## config.mk

```make
export PLATFORM = sky130hd
export DESIGN_NAME = timer_cal_seq
export DESIGN_NICKNAME = d
export VERILOG_FILES = /design/src/rtl/tcal_pkg.sv /design/src/rtl/tcal_datapath.sv /design/src/rtl/tcal_ctrl.sv /design/src/rtl/timer_cal_seq.sv
export SDC_FILE = /design/constraint.sdc
export NUM_CORES = 1
export LEC_CHECK = 0
export BUFFER_PORTS_ARGS = -buffer_cell sky130_fd_sc_hd__buf_2
export CAP_MARGIN = 10
export CORE_UTILIZATION = 59
export DETAILED_ROUTE_END_ITERATION = 8
export PLACE_DENSITY = 0.8
export REMOVE_ABC_BUFFERS = 1
export SETUP_SLACK_MARGIN = 0.5
export SYNTH_ARGS = -nofsm -noshare
export SYNTH_HDL_FRONTEND = slang
export SYNTH_SLANG_ARGS = --single-unit
```

## constraint.sdc

```tcl
create_clock -name clk -period 3.3 [get_ports clk]
set_input_delay 0.33 -clock clk [delete_from_list [all_inputs] [get_ports clk]]
set_output_delay 0.33 -clock clk [all_outputs]
set_load 0.02 [all_outputs]
```

## src/rtl/tcal_pkg.sv

```systemverilog
package tcal_pkg;
  typedef enum logic [2:0] {
    ST_IDLE, ST_CLR, ST_INTEG, ST_SAMPLE, ST_DONE, ST_FAIL
  } calState_t;

  typedef struct packed {
    logic load;    // restart code and step
    logic update;  // apply comparator verdict
    logic mono;    // slow-ramp mode active
  } calStrobe_t;
endpackage

```

## src/rtl/tcal_datapath.sv

```systemverilog
module tcal_datapath
  import tcal_pkg::*;
#(
  parameter int CODE_W = 6
) (
  input  logic              clk,
  input  logic              rstN,
  input  calStrobe_t        stb,
  input  logic              cmpHigh,
  output logic [CODE_W-1:0] code,
  output logic [CODE_W-1:0] slaveCode,
  output logic              converged
);
  localparam logic [CODE_W-1:0] MidCode  = CODE_W'(1) << (CODE_W-1);
  localparam logic [CODE_W-1:0] InitStep = CODE_W'(1) << (CODE_W-2);
  localparam logic [CODE_W:0]   MaxCode  = (CODE_W+1)'((1 << CODE_W) - 1);

  logic [CODE_W-1:0] codeQ, slaveQ, stepQ, nextStep, newCode;
  logic [CODE_W:0]   upSum;
  logic              prevUp, havePrev, dirUp, flip;

  always_comb begin
    dirUp     = !cmpHigh;
    flip      = havePrev && (dirUp != prevUp);
    converged = flip && (stepQ == CODE_W'(1));
    nextStep  = flip ? (stepQ >> 1) : stepQ;
    upSum     = {1'b0, codeQ} + {1'b0, nextStep};
    if (dirUp)
      newCode = (upSum > MaxCode) ? MaxCode[CODE_W-1:0] : upSum[CODE_W-1:0];
    else
      newCode = (codeQ >= nextStep) ? (codeQ - nextStep) : '0;
  end

  always_ff @(posedge clk) begin
    if (!rstN) begin
      codeQ    <= MidCode;
      slaveQ   <= MidCode;
      stepQ    <= InitStep;
      prevUp   <= 1'b0;
      havePrev <= 1'b0;
    end else if (stb.load) begin
      codeQ    <= MidCode;
      stepQ    <= InitStep;
      prevUp   <= 1'b0;
      havePrev <= 1'b0;
      if (!stb.mono) slaveQ <= MidCode;
    end else if (stb.update && !converged) begin
      codeQ    <= newCode;
      stepQ    <= nextStep;
      prevUp   <= dirUp;
      havePrev <= 1'b1;
      if (!stb.mono) slaveQ <= newCode;
    end
  end

  assign code      = codeQ;
  assign slaveCode = slaveQ;

  // step never collapses to zero
  p_step_nonzero_r4: assert property (@(posedge clk) disable iff (!rstN)
    stepQ != '0);
  // a high verdict never raises the code
  p_high_lowers_r3: assert property (@(posedge clk) disable iff (!rstN)
    (stb.update && cmpHigh && !stb.load) |=> codeQ <= $past(codeQ));
  // an update moves the code by at most the old step (no wrap)
  p_no_wrap_r5: assert property (@(posedge clk) disable iff (!rstN)
    (stb.update && !stb.load) |=>
      ((codeQ >= $past(codeQ)) ? (codeQ - $past(codeQ)) : ($past(codeQ) - codeQ))
        <= $past(stepQ));
  // the slave copy is frozen in slow-ramp mode
  p_slave_hold_r8: assert property (@(posedge clk) disable iff (!rstN)
    stb.mono |=> $stable(slaveQ));
  // code is held outside load and update
  p_code_hold_r6: assert property (@(posedge clk) disable iff (!rstN)
    (!stb.load && !stb.update) |=> $stable(codeQ));
endmodule

```

## src/rtl/tcal_ctrl.sv

```systemverilog
module tcal_ctrl
  import tcal_pkg::*;
#(
  parameter int WIN      = 8,
  parameter int MONO_WIN = 24,
  parameter int MAX_ITER = 16
) (
  input  logic       clk,
  input  logic       rstN,
  input  logic       startCal,
  input  logic       monoMode,
  input  logic       converged,
  output calStrobe_t stb,
  output logic       intReset,
  output logic       intEnable,
  output logic       ready,
  output logic       calFail
);
  localparam int WinMax = (MONO_WIN > WIN) ? MONO_WIN : WIN;
  localparam int WCNT_W = $clog2(WinMax + 1);
  localparam int ITER_W = $clog2(MAX_ITER + 1);

  calState_t         state;
  logic [WCNT_W-1:0] winCnt, winLen;
  logic [ITER_W-1:0] iterQ;
  logic              monoQ, idleLike, startGo;

  always_comb begin
    idleLike  = (state == ST_IDLE) || (state == ST_DONE) || (state == ST_FAIL);
    startGo   = idleLike && startCal;
    winLen    = monoQ ? WCNT_W'(MONO_WIN) : WCNT_W'(WIN);
    intReset  = (state == ST_CLR);
    intEnable = (state == ST_INTEG);
    stb.load   = startGo;
    stb.update = (state == ST_SAMPLE);
    stb.mono   = idleLike ? monoMode : monoQ;
  end

  always_ff @(posedge clk) begin
    if (!rstN) begin
      state   <= ST_IDLE;
      winCnt  <= '0;
      iterQ   <= '0;
      monoQ   <= 1'b0;
      ready   <= 1'b0;
      calFail <= 1'b0;
    end else if (startGo) begin
      state   <= ST_CLR;
      monoQ   <= monoMode;
      iterQ   <= '0;
      ready   <= 1'b0;
      calFail <= 1'b0;
    end else begin
      unique case (state)
        ST_CLR: begin
          winCnt <= '0;
          state  <= ST_INTEG;
        end
        ST_INTEG: begin
          if (winCnt == winLen - WCNT_W'(1)) state <= ST_SAMPLE;
          else winCnt <= winCnt + WCNT_W'(1);
        end
        ST_SAMPLE: begin
          if (converged) begin
            state <= ST_DONE;
            ready <= 1'b1;
          end else if (iterQ == ITER_W'(MAX_ITER - 1)) begin
            state   <= ST_FAIL;
            calFail <= 1'b1;
          end else begin
            iterQ <= iterQ + ITER_W'(1);
            state <= ST_CLR;
          end
        end
        default: ;
      endcase
    end
  end

  // integrator reset and integrate window never overlap
  p_no_overlap_r1: assert property (@(posedge clk) disable iff (!rstN)
    !(intReset && intEnable));
  // every window opens straight after an integrator reset
  p_win_after_clear_r1: assert property (@(posedge clk) disable iff (!rstN)
    $rose(intEnable) |-> $past(intReset));
  // window counter stays inside the selected length
  p_win_bound_r2: assert property (@(posedge clk) disable iff (!rstN)
    intEnable |-> winCnt < winLen);
  // outcomes are exclusive
  p_flags_excl_r7: assert property (@(posedge clk) disable iff (!rstN)
    !(ready && calFail));
  // iteration counter stays below the limit
  p_iter_bound_r7: assert property (@(posedge clk) disable iff (!rstN)
    iterQ < ITER_W'(MAX_ITER));
  // a start pulse mid-run does not restart the sequence
  p_busy_ignore_r9: assert property (@(posedge clk) disable iff (!rstN)
    (startCal && intEnable && winCnt != '0) |=> !intReset);
endmodule

```

## src/rtl/timer_cal_seq.sv

```systemverilog
module timer_cal_seq
  import tcal_pkg::*;
#(
  parameter int CODE_W   = 6,
  parameter int WIN      = 8,
  parameter int MONO_WIN = 24,
  parameter int MAX_ITER = 16
) (
  input  logic              clk,
  input  logic              rstN,
  input  logic              startCal,
  input  logic              monoMode,
  input  logic              cmpHigh,
  output logic              intReset,
  output logic              intEnable,
  output logic [CODE_W-1:0] ctrlCode,
  output logic [CODE_W-1:0] slaveCode,
  output logic              ready,
  output logic              calFail
);
  calStrobe_t stb;
  logic       converged;

  tcal_ctrl #(.WIN(WIN), .MONO_WIN(MONO_WIN), .MAX_ITER(MAX_ITER)) ctrl_i (
    .clk(clk), .rstN(rstN), .startCal(startCal), .monoMode(monoMode),
    .converged(converged), .stb(stb), .intReset(intReset),
    .intEnable(intEnable), .ready(ready), .calFail(calFail)
  );

  tcal_datapath #(.CODE_W(CODE_W)) dp_i (
    .clk(clk), .rstN(rstN), .stb(stb), .cmpHigh(cmpHigh),
    .code(ctrlCode), .slaveCode(slaveCode), .converged(converged)
  );
endmodule

```

==> load_flow_metrics.sql, run 1 <==
INSERT INTO impl_metrics (metric_group, metric, value, unit) VALUES
('global_routing', 'grt-ovfl-total', '0', ''),
('timing', 'setup_viol_count_final', '0', ''),
('layout', 'final_layout_size_suffix_gt1_frac', '0.2760', ''),
('clock_tree', 'hold_buffers', '0', ''),
('pwr', 'power.static_leakage', '1.097', 'nW'),
('clock_tree', 'worstSkewPairLatency', '0.34', 'ns'),
('layout', 'postLayoutCellArea', '0.002630', 'mm²'),
('pwr', 'power_switching_share', '0.2914', ''),
('synthesis', 'synthMuxAreaShare', '0.03768', ''),
('synthesis', 'synth-edff-count', '0', ''),
('pwr', 'comb_power_share', '0.172', ''),
('drt', 'postRouteAntennaNets', '0', ''),
('pwr', 'cellInternalPower', '603.7', 'µW'),
('place', 'place_congestion', '0.9540', ''),
('timing', 'worstMarginPinSlew', '1.046', 'ns'),
('floorplanning', 'start_util', '0.6319', ''),
('synthesis', 'synth_adder_area_share', '0.1055', ''),
('global_routing', 'maximum_number_of_pins_on_one_net_before_global_route_repair', '20', ''),
('timing', 'final_number_of_max_transition_violations', '0', ''),
('drt', 'routed_wire_length_per_instance', '16.37', 'µm'),
('place', 'dp_hpwl', '3371', 'µm'),
('place', 'port_buffers', '20', ''),
('pwr', 'switching_power', '248.2', 'µW'),
('synthesis', 'compound_gate_portion_of_the_synthesized_area', '0.2301', ''),
('drt', 'finalWirelength', '5320', 'µm'),
('floorplanning', 'floorplan.die_area', '0.003904', 'mm²'),
('setup_path', 'start_kind', 'register', ''),
('layout', 'fillerInstances', '229', ''),
('timing', 'achievable-frequency', '0.3464', 'GHz'),
('timing', 'unrepaired_setup_endpoints_after_global_routing', 'true', ''),
('synthesis', 'synth_area', '0.002158', 'mm²'),
('pwr', 'clock_power_share', '0.293', ''),
('timing', 'final_min_period_over_clock_period', '0.8748', ''),
('drt', 'routed-via-count', '2032', ''),
('layout', 'antenna_cells', '0', ''),
('synthesis', 'synthArstFlopShare', '0', ''),
('synthesis', 'syn-instance-count', '246', ''),
('timing', 'slew_headroom', '0.3003', ''),
('floorplanning', 'floorplan.die.height', '62.48', 'µm'),
('flow_run', 'max-cap-violations', '0', ''),
('clock_tree', 'clock_sink_count', '36', ''),
('drt', 'remaining_drc_errors', '0', ''),
('layout', 'fin_nets', '300', ''),
('clock_tree', 'clock_tree.htree_level_count', '2', ''),
('pwr', 'total_power', '851.9', 'µW'),
('floorplanning', 'rows', '21', ''),
('synthesis', 'ys_seq_area_frac', '0.3339', ''),
('place', 'place_area', '0.002317', 'mm²'),
('clock_tree', 'clock_tree.root_cell', 'clkbuf_4', ''),
('pwr', 'power_density_relative_to_cell_area', '323.9', 'mW/mm²'),
('drt', 'post_drt_via_cell_ratio', '6.252', ''),
('setup_path', 'timing_worst_setup_path_type', 'reg -> reg', ''),
('global_routing', 'first_global_vias', '1697', ''),
('synthesis', 'synth_cell_types', '57', ''),
('layout', 'final-instance-count-excl-fill', '325', ''),
('drt', 'first_iter_violations', '137', ''),
('setup_path', 'cp_data_arrival_time', '3.13', 'ns'),
('status', 'status', 'finished clean', ''),
('layout', 'areaGrowthSynthToFinish', '21.85', '%'),
('synthesis', 'post_synth_main_area_contributors', 'dfxtp_1 33%, ha_1 8.7%, nor2_1 4.2%', ''),
('timing', 'finalCriticalPeriod', '2.887', 'ns'),
('hold_path', 'timing.hold.worst.class', 'in -> reg', ''),
('floorplanning', 'die_w', '62.48', 'µm'),
('clock_tree', 'max-clock-path-buffers', '2', ''),
('synthesis', 'post_synth.cell_area_avg', '8.774', 'µm²'),
('synthesis', 'synth-xor-area-share', '0.03652', ''),
('place', 'placed_cells_incl_taps', '310', ''),
('clock_tree', 'cts_made_buffers', '5', ''),
('synthesis', 'synth_seq_cells', '36', ''),
('floorplanning', 'area_inside_the_core_boundary', '0.003416', 'mm²'),
('synthesis', 'ys_dominant_reg_cell', 'dfxtp_1', '');
flip-flops by register name, summed over array words and instances, names as in the netlist:
| name | cells |
|---|---|
| ctrl_i.calFail | 1 |
| ctrl_i.iterQ | 5 |
| ctrl_i.monoQ | 1 |
| ctrl_i.ready | 1 |
| ctrl_i.state | 3 |
| ctrl_i.winCnt | 5 |
| dp_i.code | 6 |
| dp_i.havePrev | 1 |
| dp_i.prevUp | 1 |
| dp_i.slaveCode | 6 |
| dp_i.stepQ | 6 |
power by group through the flow:
stage          Combinational (mW)  Sequential [mW]  Clock (mW)
6_report                    0.146            0.456       0.250
5_1_grt                     0.159            0.458       0.268
4_1_cts                     0.125            0.455       0.254
3_5_place_dp                0.119            0.465           0
3_3_place_gp                0.118            0.465           0
2_1_floorplan              0.0801            0.464           0
final cells by class:
| cell class | instances | area (µm²) | share of cell area |
|---|---|---|---|
| multi-input cells | 187 | 1521 | 0.5785 |
| flip-flops and latches | 36 | 724.4 | 0.2755 |
| repair buffers | 35 | 216.5 | 0.08230 |
| well taps | 46 | 57.56 | 0.02188 |
| clock buffers | 6 | 51.30 | 0.01951 |
| inverters | 13 | 48.80 | 0.01855 |
| clock inverters | 2 | 10.01 | 0.003806 |
worst max-delay path: stages (launching register included):
cell and delay, ns:
dfxtp_4 0.38, xnor2_4 0.16, nand2_2 0.10, buf_6 0.15, mux2_4 0.33, ha_4 0.17, fa_2 0.37, a21oi_1 0.32
o31ai_4 0.12, a21oi_2 0.29, a22oi_2 0.15, a31o_2 0.25
Yosys cell counts, types with 4 or more instances:
cell      number
a211oi_1       8
a21o_1         4
a21oi_1       15
clkbuf_1       5
dfxtp_1       36
ha_1          15
inv_1         13
mux2i_1        7
nand2_1       15
nand3_1        5
nor2_1        24
nor2b_1        5
nor3_1         9
o21a_1         4
o21ai_0        7
o31ai_1        4
or3_1          4
xnor2_1        7
cell usage in the layout (no fill, tap or decap), types with 3 or more instances in the layout:
cell type / netlist / final
buf_2: 2 / 20
xnor2_1: 7 / 6
a21oi_1: 15 / 14
clkbuf_4: 0 / 5
nand2_1: 15 / 14
nand2b_1: 3 / 3
nor3_1: 9 / 7
dfxtp_1: 36 / 35
ha_1: 15 / 13
o21a_1: 4 / 4
inv_1: 13 / 12
mux2i_4: 0 / 3
a211oi_1: 8 / 7
buf_4: 1 / 14
mux2i_1: 7 / 4
nor2b_1: 5 / 5
nand3_1: 5 / 5
o21ai_0: 7 / 7
a21o_1: 4 / 4
a22o_1: 3 / 3
nor2_1: 24 / 24
kinds of logic after synthesis:
kind of cell | Yosys count
AOI/OAI and AO/OA | 69
DFF | 36
adders and majority gates | 17
buffers and inverters | 23
muxes | 8
and+or+nand+nor | 84
xor gates and xnor gates | 9
per-stage QoR:
stage,worst slack [ns],hold slack [ns],util
5_1_grt,0.3285,0.2577,0.7700
3_5_place_dp,0.1446,0.4467,0.6784
6_report,0.4131,0.2546,0.7700
4_1_cts,0.4965,0.2548,0.7253
2_1_floorplan,0.4116,0.4256,-
3_3_place_gp,0.1939,0.4458,0.6784
layer usage:
metal	wire length, µm	track usage	vias to the layer above	part of all wire
met1	2408	0.3675	969	0.45
met2	2466	0.3764	76	0.46
met5	0	0	-	0
met4	131	0.08430	0	0.025
li1	-	-	972	-
met3	314	0.05109	15	0.059
final timing paths:
check                                                     from                             end  slack [ns]  depth (start not counted)
worst max-delay path                  dp_i.prevUp$_SDFFE_PP0P_       dp_i.code[0]$_SDFFE_PP0P_        0.41                         11
worst min-delay path                                  monoMode       ctrl_i.monoQ$_SDFFE_PN0P_        0.25                          3
worst max register to register        dp_i.prevUp$_SDFFE_PP0P_       dp_i.code[0]$_SDFFE_PP0P_        0.41                         11
worst min register to register  dp_i.slaveCode[0]$_SDFFE_PN0P_  dp_i.slaveCode[0]$_SDFFE_PN0P_        0.46                          2
what timing repair did:
action	4_1_cts	5_1_grt
setup endpoints to repair	12	12
hold endpoints to repair	0	0
gates resized for setup	17	20
pin swaps	6	4
setup buffers	3	4
No activity file was read; power rests on OpenSTA's default activity.
==> inputs of run 2 (changes only) <==
CORE_UTILIZATION = 64   (was 59)
PLACE_DENSITY = 0.85   (was 0.8)
SYNTH_HIERARCHICAL = 1   (was default)
clock period = 3.4 ns   (was 3.3 ns; I/O delays follow)
==> run 2 against run 1 <==
Fmax is 0.75% lower. Largest power group unchanged. Register-to-register slack better by 0.08 ns. Flip-flop and latch count stayed put. Combinational power is 33% higher. Critical path depth is the same. Largest cell class unchanged. Critical path type unchanged.
==> load_flow_metrics.sql, run 2 <==
INSERT INTO impl_metrics (metric_group, metric, value, unit) VALUES
('setup_path', 'reg2reg_to', 'dp_i/slaveCode[2]$_SDFFE_PN0P_', ''),
('drt', 'remaining_drc_errors', '0', ''),
('drt', 'finalWirelength', '5493', 'µm'),
('status', 'status', 'finished clean', ''),
('clock_tree', 'clock_tree.htree_level_count', '2', ''),
('synthesis', 'post_synth.cell_area_avg', '8.620', 'µm²'),
('global_routing', 'global_route.usage.total', '0.2769', ''),
('setup_path', 'required', '3.66', 'ns'),
('clock_tree', 'clk_pin_slew', '0.12', 'ns'),
('layout', 'fin_nets', '308', ''),
('timing', 'worstMarginPinSlew', '0.5338', 'ns'),
('clock_tree', 'clock_sink_count', '36', ''),
('setup_path', 'worstRegToRegCells', '11', ''),
('floorplanning', 'start_util', '0.6715', ''),
('flow_run', 'max-cap-violations', '0', ''),
('place', 'port_buffers', '20', ''),
('floorplanning', 'die_w', '61.41', 'µm'),
('clock_tree', 'cts_made_buffers', '5', ''),
('timing', 'unrepaired_setup_endpoints_after_global_routing', 'true', ''),
('synthesis', 'synth_top_area_frac', '0.3191', ''),
('global_routing', 'first_global_vias', '1687', ''),
('setup_path', 'critPathCaptureType', 'register', ''),
('global_routing', 'antenna_found_initial', '0', ''),
('synthesis', 'synth_seq_cells', '36', ''),
('place', 'place_area', '0.002349', 'mm²'),
('global_routing', 'maximum_number_of_pins_on_one_net_before_global_route_repair', '23', ''),
('drt', 'first_iter_violations', '150', ''),
('synthesis', 'synth_cell_types', '57', ''),
('layout', 'areaGrowthSynthToFinish', '14.63', '%'),
('layout', 'layout_common_cells', '37 x nor2_1, 36 x dfxtp_1, 20 x buf_2', ''),
('floorplanning', 'ioPinCount', '21', ''),
('layout', 'finish.utilization', '0.7697', ''),
('synthesis', 'leading_cell_type_by_number_of_instances_after_synthesis', 'nor2_1', ''),
('setup_path', 'setup.worst_path.end', 'dp_i/slaveCode[2]$_SDFFE_PN0P_', ''),
('synthesis', 'synthArstFlopShare', '0', ''),
('setup_path', 'cp_data_arrival_time', '3.17', 'ns'),
('drt', 'routed-via-count', '2058', ''),
('setup_path', 'start_kind', 'register', ''),
('global_routing', 'grt-ovfl-total', '0', ''),
('clock_tree', 'hold_buffers', '0', ''),
('synthesis', 'post_synth_main_area_contributors', 'dfxtp_1 32%, ha_1 8.3%, nor2_1 6.1%', ''),
('pwr', 'power.static_leakage', '1.039', 'nW'),
('floorplanning', 'floorplan.die.height', '61.41', 'µm'),
('hold_path', 'timing.hold.worst.class', 'in -> reg', ''),
('clock_tree', 'worstSkewPairLatency', '0.36', 'ns'),
('place', 'dp_hpwl', '3562', 'µm'),
('drt', 'routed_wire_length_per_instance', '16.50', 'µm'),
('place', 'place_congestion', '0.9751', ''),
('setup_path', 'critPathMaxFanout', '7', ''),
('synthesis', 'synth_area', '0.002258', 'mm²'),
('synthesis', 'synth_largest_area_cell', 'dfxtp_1', ''),
('timing', 'timing.final.hold_violations', '0', ''),
('synthesis', 'ys_warn_count', '6', ''),
('setup_path', 'timing_worst_setup_path_type', 'reg -> reg', ''),
('clock_tree', 'clock_tree_from_tritoncts', 'yes', ''),
('timing', 'worst_clock_skew', '0.01489', 'ns'),
('timing', 'achievable-frequency', '0.3438', 'GHz'),
('timing', 'final_number_of_max_transition_violations', '0', ''),
('pwr', 'worst_ir_drop_vdd', '0.2810', 'mV'),
('drt', 'post_drt_via_cell_ratio', '6.180', ''),
('layout', 'postLayoutCellArea', '0.002589', 'mm²'),
('drt', 'detail_route.first_pass.iterations', '5', ''),
('timing', 'setup-tns-final', '0', 'ns'),
('pwr', 'total_power', '949.8', 'µW'),
('floorplanning', 'rows', '21', ''),
('timing', 'setup_viol_count_final', '0', ''),
('hold_path', 'holdCritStartpoint', 'monoMode', ''),
('synthesis', 'ys_dominant_reg_cell', 'dfxtp_1', ''),
('synthesis', 'post_synth_most_frequent_cells', '37 x nor2_1, 36 x dfxtp_1, 19 x inv_1', ''),
('floorplanning', 'area_inside_the_core_boundary', '0.003363', 'mm²'),
('layout', 'final_layout_size_suffix_gt1_frac', '0.2369', ''),
('floorplanning', 'floorplan.die_area', '0.003771', 'mm²'),
('timing', 'slew_headroom', '0.6409', ''),
('clock_tree', 'max-clock-path-buffers', '2', ''),
('synthesis', 'syn-instance-count', '262', ''),
('pwr', 'power_density_relative_to_cell_area', '366.9', 'mW/mm²'),
('global_routing', 'grt_pass1_wl', '7541', 'µm'),
('layout', 'mostFrequentLayoutCell', 'nor2_1', ''),
('timing', 'finalCriticalPeriod', '2.909', 'ns'),
('synthesis', 'ys_seq_area_frac', '0.3191', ''),
('setup_path', 'setup.worst_path.start', 'dp_i/prevUp$_SDFFE_PP0P_', ''),
('synthesis', 'synth-edff-count', '0', ''),
('clock_tree', 'clock_tree.root_cell', 'clkbuf_4', ''),
('layout', 'antenna_cells', '0', ''),
('setup_path', 'r2r_setup_slack', '0.49', 'ns'),
('drt', 'postRouteAntennaNets', '0', ''),
('setup_path', 'reg2reg_from', 'dp_i/prevUp$_SDFFE_PP0P_', ''),
('timing', 'final_min_period_over_clock_period', '0.8556', '');
[run 2: cell types whose count changed in the layout (fill, tap and decap cells not counted), sizes merged, moves of 5 or more]
| cell | delta |
|---|---|
| buf | -7 |
| inv | +6 |
| nor3 | -8 |
| nor2 | +15 |
| a31oi | +5 |
| o21ai | +8 |
[run 2: where the power goes]
part	total, mW	internal, mW	switching [mW]	leakage, nW
Combinational	0.194	0.0794	0.114	0.707
Clock	0.304	0.153	0.151	0.0412
Sequential	0.452	0.434	0.0180	0.291
[run 2: how the worst min path moves through the flow]
stage                                           to  depth (start not counted)
floorplan                 dp_i/prevUp$_SDFFE_PP0P_                          1
global placement    dp_i/slaveCode[1]$_SDFFE_PN0P_                          2
detailed placement  dp_i/slaveCode[2]$_SDFFE_PN0P_                          2
CTS                      ctrl_i/monoQ$_SDFFE_PN0P_                          3
global route             ctrl_i/monoQ$_SDFFE_PN0P_                          3
finish                   ctrl_i/monoQ$_SDFFE_PN0P_                          3
[run 2: layout make-up]
| cell class | instances | area, µm² |
|---|---|---|
| Multi-Input combinational cell | 196 | 1499 |
| Fill cell | 244 | 774.5 |
| Timing Repair Buffer | 28 | 160.2 |
| Sequential cell | 36 | 720.7 |
| Clock inverter | 3 | 42.54 |
| Tap cell | 46 | 57.56 |
| Inverter | 19 | 71.32 |
| Clock buffer | 5 | 37.54 |
[run 2: metal layers]
layer,wire (µm),global-route usage,part of all wire
met5,0,0,0
met4,178,0.09524,0.032
met3,450,0.09454,0.082
met2,2598,0.4425,0.47
met1,2265,0.3506,0.41
[run 2: worst max-delay path, stage by stage (launching register included)]
cell and delay [ns]:
dfxtp_1 0.36, xnor2_2 0.16, nand2_2 0.12, buf_4 0.19
mux2i_1 0.41, inv_1 0.09, ha_1 0.32, a311oi_2 0.32
o221a_2 0.33, o21ai_0 0.17, o21ai_0 0.24, a21oi_1 0.10
[run 2: timing repair]
item	CTS	global route
buffers inserted	1	6
endpoints found under the hold margin	0	0
pin swaps	0	8
resized for setup	7	16
endpoints found under the setup margin	8	12
[run 2: logic make-up after synthesis]
logic type	synth area share
xor+xnor	0.05042
mux	0.05208
simple gates	0.2078
fa+ha+maj	0.1008
compound gates	0.2050
flops	0.3191
buf+inv	0.06482
[run 2: per-stage QoR]
step | setup WS (ns) | hold WS, ns | cells
final | 0.4911 | 0.2548 | 333
after global routing | 0.3660 | 0.2701 | 333
after CTS | 0.5191 | 0.2566 | 327
after detailed placement | 0.1806 | 0.4594 | 318
after global placement | 0.3044 | 0.4401 | 318
after floorplan | 0.5099 | 0.4356 | 251
==> inputs of run 3 (changes only) <==
clock period = 3.7 ns   (was 3.4 ns; I/O delays follow)
==> run 3 against run 2 <==
Register-to-register slack gained 0.21 ns. Largest cell class unchanged. Critical path depth did not move. Non-clock buffer count fell by 6. Sequential power is 8.4% lower. Cell area is 5.1% lower. Clock power decreased by 9.2%. Routed wire length fell by 16%. Sequential share of layout area increased by 1.5 points.
==> load_flow_metrics.sql, run 3 (synthesized netlist as in run 2, its figures left out) <==
INSERT INTO impl_metrics (metric_group, metric, value, unit) VALUES
('timing', 'setup_viol_count_final', '0', ''),
('timing', 'unrepaired_setup_endpoints_after_global_routing', 'false', ''),
('timing', 'timing.final.hold_violations', '0', ''),
('floorplanning', 'die_w', '61.41', 'µm'),
('global_routing', 'grt.met3_usage', '0.06933', ''),
('global_routing', 'grt_busiest_layer', 'met2', ''),
('floorplanning', 'floorplan.die.height', '61.41', 'µm'),
('layout', 'fin_nets', '302', ''),
('place', 'port_buffers', '20', ''),
('setup_path', 'critPathMaxFanout', '7', ''),
('flow_run', 'max-cap-violations', '0', ''),
('timing', 'slew_headroom', '0.6045', ''),
('layout', 'mostFrequentLayoutCell', 'nor2_1', ''),
('drt', 'routed-via-count', '1872', ''),
('timing', 'setup-tns-final', '0', 'ns'),
('drt', 'detail_route.first_pass.iterations', '4', ''),
('floorplanning', 'area_inside_the_core_boundary', '0.003363', 'mm²'),
('setup_path', 'start_kind', 'register', ''),
('pwr', 'comb_power_share', '0.187', ''),
('clock_tree', 'worstSkewPairLatency', '0.35', 'ns'),
('layout', 'final_layout_size_suffix_gt1_frac', '0.1779', ''),
('drt', 'post_drt_via_cell_ratio', '5.725', ''),
('pwr', 'clock_power_share', '0.325', ''),
('setup_path', 'cp_data_arrival_time', '3.28', 'ns'),
('layout', 'final-seq-area', '720.7', 'µm²'),
('global_routing', 'global_route.usage.total', '0.2681', ''),
('clock_tree', 'clk_pin_slew', '0.12', 'ns'),
('status', 'status', 'finished clean', ''),
('pwr', 'seqPwrFrac', '0.488', ''),
('timing', 'finalCriticalPeriod', '2.995', 'ns'),
('place', 'dp_hpwl', '3463', 'µm'),
('layout', 'multi_input_comb_area', '0.001411', 'mm²'),
('floorplanning', 'rows', '21', ''),
('timing', 'worst_clock_skew', '0.01752', 'ns'),
('pwr', 'worst_ir_drop_vdd', '0.2196', 'mV'),
('clock_tree', 'clock_tree.root_cell', 'clkbuf_4', ''),
('drt', 'first_iter_violations', '85', ''),
('floorplanning', 'floorplan.die_area', '0.003771', 'mm²'),
('timing', 'worstMarginPinSlew', '0.5879', 'ns'),
('global_routing', 'maximum_number_of_pins_on_one_net_before_global_route_repair', '23', ''),
('setup_path', 'critPathCaptureType', 'register', ''),
('global_routing', 'first_global_vias', '1698', ''),
('timing', 'final_number_of_max_transition_violations', '0', ''),
('setup_path', 'required', '3.98', 'ns'),
('clock_tree', 'hold_buffers', '0', ''),
('global_routing', 'grt_pass1_wl', '7355', 'µm'),
('pwr', 'cellInternalPower', '602.4', 'µW'),
('global_routing', 'antenna_found_initial', '0', ''),
('clock_tree', 'cts_made_buffers', '5', ''),
('drt', 'remaining_drc_errors', '0', ''),
('global_routing', 'global_routing_usage_on_met1', '0.3488', ''),
('timing', 'final_min_period_over_clock_period', '0.8095', ''),
('drt', 'finalWirelength', '4595', 'µm'),
('setup_path', 'timing_worst_setup_path_type', 'reg -> reg', ''),
('layout', 'fillerInstances', '277', ''),
('pwr', 'power_density_relative_to_cell_area', '345.3', 'mW/mm²'),
('pwr', 'power_switching_share', '0.2897', ''),
('drt', 'postRouteAntennaNets', '0', ''),
('place', 'place_congestion', '0.9711', ''),
('timing', 'fin_worst_hold_slack', '0.2922', 'ns'),
('global_routing', 'grt-ovfl-total', '0', ''),
('floorplanning', 'start_util', '0.6715', ''),
('pwr', 'switching_power', '245.7', 'µW'),
('clock_tree', 'max-clock-path-buffers', '2', ''),
('hold_path', 'timing.hold.worst.class', 'in -> reg', ''),
('clock_tree', 'clock_sink_count', '36', ''),
('floorplanning', 'ioPinCount', '21', ''),
('pwr', 'power.static_leakage', '1.028', 'nW'),
('layout', 'layout_common_cells', '37 x nor2_1, 36 x dfxtp_1, 20 x buf_2', ''),
('layout', 'antenna_cells', '0', ''),
('global_routing', 'met2_usage', '0.4286', ''),
('timing', 'achievable-frequency', '0.3339', 'GHz'),
('clock_tree', 'clock_tree.htree_level_count', '2', ''),
('drt', 'routed_wire_length_per_instance', '14.05', 'µm'),
('clock_tree', 'clock_tree_from_tritoncts', 'yes', ''),
('layout', 'areaGrowthSynthToFinish', '8.754', '%');
## run 3: cell count changes in the layout (fill, tap and decap cells not counted), sizes merged
cell / delta
buf: -6
## run 3: layout make-up
cell class / count / area share
Multi-Input combinational cell: 196 / 0.5746
Sequential cell: 36 / 0.2934
Timing Repair Buffer: 22 / 0.04687
Inverter: 19 / 0.02904
Tap cell: 46 / 0.02343
Clock inverter: 3 / 0.01732
Clock buffer: 5 / 0.01528
## run 3: worst max-delay path, stage by stage, from the launching register on
cell and delay (ns):
dfxtp_1 0.34, xnor2_1 0.24, nand2_2 0.17, mux2i_2 0.27, inv_1 0.15, ha_1 0.36, nor2_1 0.08, o311ai_2 0.27
or4b_2 0.60, o311ai_0 0.11, a31oi_1 0.16, a31oi_1 0.18
## run 3: final timing paths
path / from / end / slack, ns / depth (start not counted)
worst max-delay path: dp_i/prevUp$_SDFFE_PP0P_ / dp_i/slaveCode[5]$_SDFFE_PN1P_ / 0.70 / 11
worst min-delay path: monoMode / ctrl_i/monoQ$_SDFFE_PN0P_ / 0.29 / 3
worst max register to register: dp_i/prevUp$_SDFFE_PP0P_ / dp_i/slaveCode[5]$_SDFFE_PN1P_ / 0.70 / 11
worst min register to register: ctrl_i/ready$_SDFFE_PP0P_ / ctrl_i/ready$_SDFFE_PP0P_ / 0.47 / 2
## run 3: metrics by stage
step | power (mW) | std cells | worst slack [ns] | area (µm²) | utilization
3_5_place_dp | 0.5757 | 317 | 0.2982 | 2341 | 0.6961
2_1_floorplan | 0.5386 | 251 | 0.7799 | 2183 | -
6_report | 0.8481 | 327 | 0.7048 | 2456 | 0.7303
3_3_place_gp | 0.5725 | 317 | 0.4130 | 2341 | 0.6961
4_1_cts | 0.8498 | 325 | 0.5127 | 2421 | 0.7199
5_1_grt | 0.8936 | 327 | 0.4790 | 2456 | 0.7303
## run 3: repair_timing
action | 4_1_cts | 5_1_grt
buffers inserted | 0 | 2
resized for setup | 0 | 4
setup endpoints to repair | 0 | 10
endpoints found under the hold margin | 0 | 0
## run 3: power groups by stage
stage          logic [mW]  clock network [mW]  registers [mW]
2_1_floorplan       0.117                   0           0.422
3_3_place_gp        0.151                   0           0.421
3_5_place_dp        0.154                   0           0.422
4_1_cts             0.155               0.281           0.413
5_1_grt             0.177               0.301           0.416
6_report            0.159               0.276           0.414
## run 3: layer usage
metal  up-vias  part of all wire
met5         -                 0
met1       850              0.47
met3         6             0.048
met2        44              0.47
met4         0             0.011
li1        972                 -
